[src/rtl/loopback_walker.sv]
module loopback_walker #(
  parameter int NPINS   = 120,
  parameter int SETTLE  = 16,
  parameter int MIR_LO  = 64,
  parameter int MIR_LEN = 22,
  localparam int TOT    = 2 * NPINS,
  localparam int SW     = $clog2(TOT)
) (
  input  logic           clk,
  input  logic           rst_n,
  output logic [TOT-1:0] pin_oe,
  output logic [TOT-1:0] pin_out,
  input  logic [TOT-1:0] pin_in,
  output logic           sweep_ok,
  output logic           fault,
  output logic [SW-1:0]  fault_code
);
  localparam int CW = $clog2(SETTLE + 1);
  localparam logic [CW-1:0] LAST_CNT  = CW'(SETTLE - 1);
  localparam logic [SW-1:0] LAST_STEP = SW'(TOT - 1);

  function automatic logic [SW-1:0] mate(input logic [SW-1:0] i);
    if (int'(i) >= MIR_LO && int'(i) < MIR_LO + MIR_LEN)
      return SW'(2 * MIR_LO + MIR_LEN - 1 - int'(i));
    return i;
  endfunction

  logic [SW-1:0]    step;
  logic [CW-1:0]    cnt;
  logic [SW-1:0]    code_q;
  logic             dir_b;
  logic [SW-1:0]    local_idx;
  logic [NPINS-1:0] rx, want;

  assign dir_b     = step >= SW'(NPINS);
  assign local_idx = dir_b ? step - SW'(NPINS) : step;
  assign rx        = dir_b ? pin_in[NPINS-1:0] : pin_in[TOT-1:NPINS];
  assign pin_oe    = {{(TOT-1){1'b0}}, 1'b1} << step;
  assign pin_out   = pin_oe;
  assign fault_code = code_q;

  always_comb begin
    want = '0;
    want[mate(local_idx)] = 1'b1;
  end

  always_ff @(posedge clk or negedge rst_n) begin
    if (!rst_n) begin
      step     <= '0;
      cnt      <= '0;
      fault    <= 1'b0;
      sweep_ok <= 1'b0;
      code_q   <= '0;
    end else if (!fault) begin
      if (cnt == LAST_CNT) begin
        cnt <= '0;
        if (rx != want) begin
          fault    <= 1'b1;
          sweep_ok <= 1'b0;
          code_q   <= step;
        end else if (step == LAST_STEP) begin
          step     <= '0;
          sweep_ok <= 1'b1;
        end else begin
          step <= step + 1'b1;
        end
      end else begin
        cnt <= cnt + 1'b1;
      end
    end
  end

  AST_ONE_DRIVER: assert property (@(posedge clk) disable iff (!rst_n)
    $countones(pin_oe) == 1);
  AST_SETTLE_HOLD: assert property (@(posedge clk) disable iff (!rst_n)
    (!fault && cnt != LAST_CNT) |=> $stable(pin_oe));
  AST_WRAP: assert property (@(posedge clk) disable iff (!rst_n)
    (!fault && cnt == LAST_CNT && step == LAST_STEP) |=> (pin_oe[0] || fault));
  AST_PASS_AT_WRAP: assert property (@(posedge clk) disable iff (!rst_n)
    $rose(sweep_ok) |-> pin_oe[0]);
  AST_PASS_STICKY: assert property (@(posedge clk) disable iff (!rst_n)
    sweep_ok |=> (sweep_ok || fault));
  AST_NO_PASS_FAULT: assert property (@(posedge clk) disable iff (!rst_n)
    !(sweep_ok && fault));
  AST_FREEZE: assert property (@(posedge clk) disable iff (!rst_n)
    fault |=> (fault && $stable(pin_oe) && $stable(fault_code)));
  AST_CODE_IDLE: assert property (@(posedge clk) disable iff (!rst_n)
    !fault |-> fault_code == '0);
endmodule

[config.mk]
export PLATFORM = sky130hd
export DESIGN_NAME = loopback_walker
export DESIGN_NICKNAME = d
export VERILOG_FILES = /design/src/rtl/loopback_walker.sv
export SDC_FILE = /design/constraint.sdc
export NUM_CORES = 1
export LEC_CHECK = 0
export BUFFER_PORTS_ARGS = -buffer_cell sky130_fd_sc_hd__buf_2
export CAP_MARGIN = 20
export CORE_AREA = 2 2 288 290
export DETAILED_ROUTE_END_ITERATION = 6
export DIE_AREA = 0 0 290 292
export PLACE_DENSITY = 0.43
export SYNTH_ARGS = -nofsm -noshare
export SYNTH_HDL_FRONTEND = slang
export SYNTH_SLANG_ARGS = --single-unit
[constraint.sdc]
create_clock -name clk -period 9.2 [get_ports clk]
set_input_delay 0.92 -clock clk [delete_from_list [all_inputs] [get_ports clk]]
set_output_delay 0.92 -clock clk [all_outputs]
set_load 0.1 [all_outputs]
==> impl_metrics.py <==
metrics = {
    "logic_synthesis": {
        "synth_cell_types": 85,
        "synth_fp_nets": 1830,
        "async_flop_share": 1.00,
        "ys_ff_latch": 23,
        "netlist_area_mm2": 0.0102,
        "ys_warn_count": 0,
        "synth_edf_count": 0,
        "avgSynthCellArea_um2": 6.45,
        "synthesis.instances": 1577,
        "ys.flop_type": "dfrtp_1",
        "yosysSeqAreaShare": 0.0566,
    },
    "clocking": {
        "cts-hold-fix-buffers": 0,
        "cts_buffers": 3,
        "clk_path_buf_depth": 2,
        "cts_tree": "done",
        "cts-root-buf": "clkbuf_16",
        "clk_latency_ns": 0.26,
        "cts_resized": 0,
        "cts_setup_buffers": 0,
        "clock_sinks": 23,
        "h-tree-depth": 1,
        "clk_pin_slew_worst_paths_ns": 0.06,
    },
    "die": {
        "floorplan.die.width_um": 290,
        "io_pins": 732,
        "die_area_mm2": 0.0847,
        "initial_core_util": 0.125,
        "die_height_um": 292,
        "row_count": 105,
        "core-area_mm2": 0.0816,
    },
    "placed_design": {
        "portBuffers": 731,
        "gp_congestion": 0.970,
        "hpwl_mm": 71.8,
        "place_area_mm2": 0.0132,
    },
    "global_route": {
        "grt_max_degree": 62,
        "antenna_found_initial": 4,
        "grt_usage": 0.191,
        "overflow": 0,
        "grt_pass1_wl_mm": 115,
        "grt_pass1_vias": 13300,
    },
    "pwr": {
        "cellPowerDensity_mw_per_mm2": 25.4,
        "ir_worst_vdd_v": 0.0000331,
        "p_leak_nw": 6.30,
    },
    "sta": {
        "period_share": 0.706,
        "max_slew_margin": 0.200,
        "rsz0062_at_grt": "false",
        "fin_tns_setup_ns": 0,
        "hold_viol_final": 0,
        "slew_viol_final": 0,
        "tightest_slew_ns": 1.17,
        "max_freq_ghz": 0.154,
        "setup-violations-final": 0,
        "period_minus_slack_ns": 6.49,
        "skew_ns": 0.00149,
    },
    "worst_setup_path": {
        "critPathArrivalTime_ns": 6.63,
        "cp-end-kind": "register",
        "crit_fanout": 19,
        "worstSetupStartpointType": "register",
        "critPathKind": "register to register",
        "reg2reg_depth": 13,
        "reg2reg_from": "step[4]",
        "critical_path_required_ns": 9.34,
        "r2r-end": "step[4]",
        "ff2ff_setup_slack_ns": 2.71,
    },
    "drt": {
        "wl_per_cell_um": 28.0,
        "drcViolationCount": 0,
        "drt_wl_total_mm": 85.8,
        "route.met3.wl_mm": 7.34,
        "first_pass_iters": 6,
        "first_iter_violations": 1317,
        "routed.top_layer": "met5",
        "drtAntennaViolNets": 0,
        "viasPerCell": 4.54,
        "wl_met2_mm": 39.7,
        "routedLengthMet1_mm": 36.9,
        "vias": 13900,
    },
    "cells_and_area": {
        "fill_cells": 9535,
        "design_area_mm2": 0.0133,
        "area_delta_synth_final_pct": 31.1,
        "nets": 2252,
        "drive_gt1_frac": 0.417,
    },
    "run_status": {
        "status": "finished clean",
    },
    "worst_hold_path": {
        "hp-class": "register to register",
        "hp-start": "fault_code[0]",
        "whs_endpoint": "fault_code[0]",
        "worstHoldPathCells": 1,
    },
    "job": {
        "maxCapViolCount": 0,
    },
}
-- cell type report --
class | count | area (µm²) | share of cell area
multi-input cells | 1177 | 7290 | 0.546
repair buffers | 770 | 3960 | 0.297
well taps | 1070 | 1340 | 0.100
flip-flops and latches | 23 | 579 | 0.0434
inverters | 24 | 90.1 | 0.00676
clock buffers | 4 | 78.8 | 0.00591
diodes | 1 | 2.50 | 0.000188
-- synth_stat cells, drive strengths merged, types with 6 or more instances --
| master | instances | area [µm²] |
|---|---|---|
| or3 | 15 | 93.8 |
| xnor2 | 27 | 236 |
| nand3b | 15 | 113 |
| mux2i | 92 | 933 |
| a211o | 8 | 70.1 |
| a21boi | 8 | 75.1 |
| mux2 | 17 | 225 |
| o211ai | 19 | 143 |
| inv | 24 | 90.1 |
| o311ai | 6 | 52.6 |
| nor3b | 26 | 195 |
| and3 | 6 | 37.5 |
| a21oi | 39 | 195 |
| buf | 279 | 1990 |
| nor2b | 17 | 106 |
| nand4 | 27 | 169 |
| nand2 | 144 | 551 |
| nor4 | 32 | 236 |
| dfrtp | 23 | 576 |
| clkbuf | 74 | 278 |
| nand2b | 8 | 50.1 |
| ha | 11 | 138 |
| and2 | 9 | 56.3 |
| nor2 | 297 | 1120 |
| o22ai | 10 | 62.6 |
| o31ai | 11 | 82.6 |
| a2111oi | 12 | 124 |
| a32oi | 7 | 61.3 |
| a22oi | 6 | 45.0 |
| a211oi | 12 | 90.1 |
| nand3 | 54 | 283 |
| o21ai | 41 | 205 |
| xor2 | 16 | 140 |
| or2 | 9 | 56.3 |
| o2111ai | 7 | 61.3 |
| nor3 | 69 | 365 |
| a31oi | 21 | 131 |
-- placed cells by master, fill, tap and decap left out, drive strengths merged, types with 23 or more instances in the layout --
| cell | Yosys | routed |
|---|---|---|
| dfrtp | 23 | 23 |
| buf | 279 | 770 |
| nor2 | 297 | 297 |
| inv | 24 | 24 |
| nor3 | 69 | 69 |
| xnor2 | 27 | 27 |
| o21ai | 41 | 41 |
| nand3 | 54 | 54 |
| nand2 | 144 | 144 |
| mux2i | 92 | 92 |
| a21oi | 39 | 39 |
| nor4 | 32 | 32 |
| nand4 | 27 | 27 |
| nor3b | 26 | 26 |
-- stage by stage --
stage | hold slack, ns | power, mW | util | std cells | worst slack, ns
4_1_cts | 0.512 | 0.342 | 0.163 | 3067 | 2.63
2_1_floorplan | 0.472 | 0.157 | - | 1577 | 3.85
6_report | 0.509 | 0.338 | 0.163 | 3069 | 2.71
3_5_place_dp | 0.501 | 0.245 | 0.162 | 3063 | 2.64
5_1_grt | 0.533 | 0.358 | 0.163 | 3068 | 2.31
3_3_place_gp | 0.484 | 0.244 | 0.162 | 3060 | 2.85
-- routing by layer --
layer,vias to the layer above,GRT usage
met5,-,0
met3,88,0.0505
li1,6224,-
met2,813,0.316
met1,6796,0.249
met4,2,0.0372
-- power by group --
part,internal (mW),switching [mW]
logic,0.0674,0.0748
registers,0.101,0
clock network,0.0592,0.0359
-- flip-flops by register name, summed over array words and instances (netlist names) --
signal      count
cnt             5
fault           1
fault_code      8
step            8
sweep_ok        1
-- how the worst max path moves through the flow --
stage | from | to | depth (start not counted)
after global placement | step[4] | step[4] | 13
after global routing | step[4] | step[4] | 13
after floorplan | step[7] | pin_out[225] | 8
final | step[4] | step[4] | 13
after detailed placement | step[4] | fault_code[5] | 13
after CTS | step[4] | fault_code[0] | 13
-- critical path, stage by stage, from the launching register on --
cell and delay [ns]:
dfrtp_2 0.57, ha_1 0.51, or4b_1 0.74, nand2_1 0.17, nand2_1 0.48, o41ai_4 0.96, nand2_2 0.26, nor4_1 0.36
a21oi_1 0.09, a2111oi_2 0.53, nand4_1 0.25, nor4_4 0.80, nand4_1 0.26, mux2_1 0.37
-- cells by family after synthesis --
| family | count (synthesis) | synth area share |
|---|---|---|
| and+or+nand+nor | 742 | 0.349 |
| buffers and inverters | 377 | 0.232 |
| AOI/OAI and AO/OA | 272 | 0.198 |
| muxes | 109 | 0.114 |
| xor gates and xnor gates | 43 | 0.0370 |
| DFF | 23 | 0.0566 |
| adders and majority gates | 11 | 0.0135 |
Power figures use the tool's default switching activity.
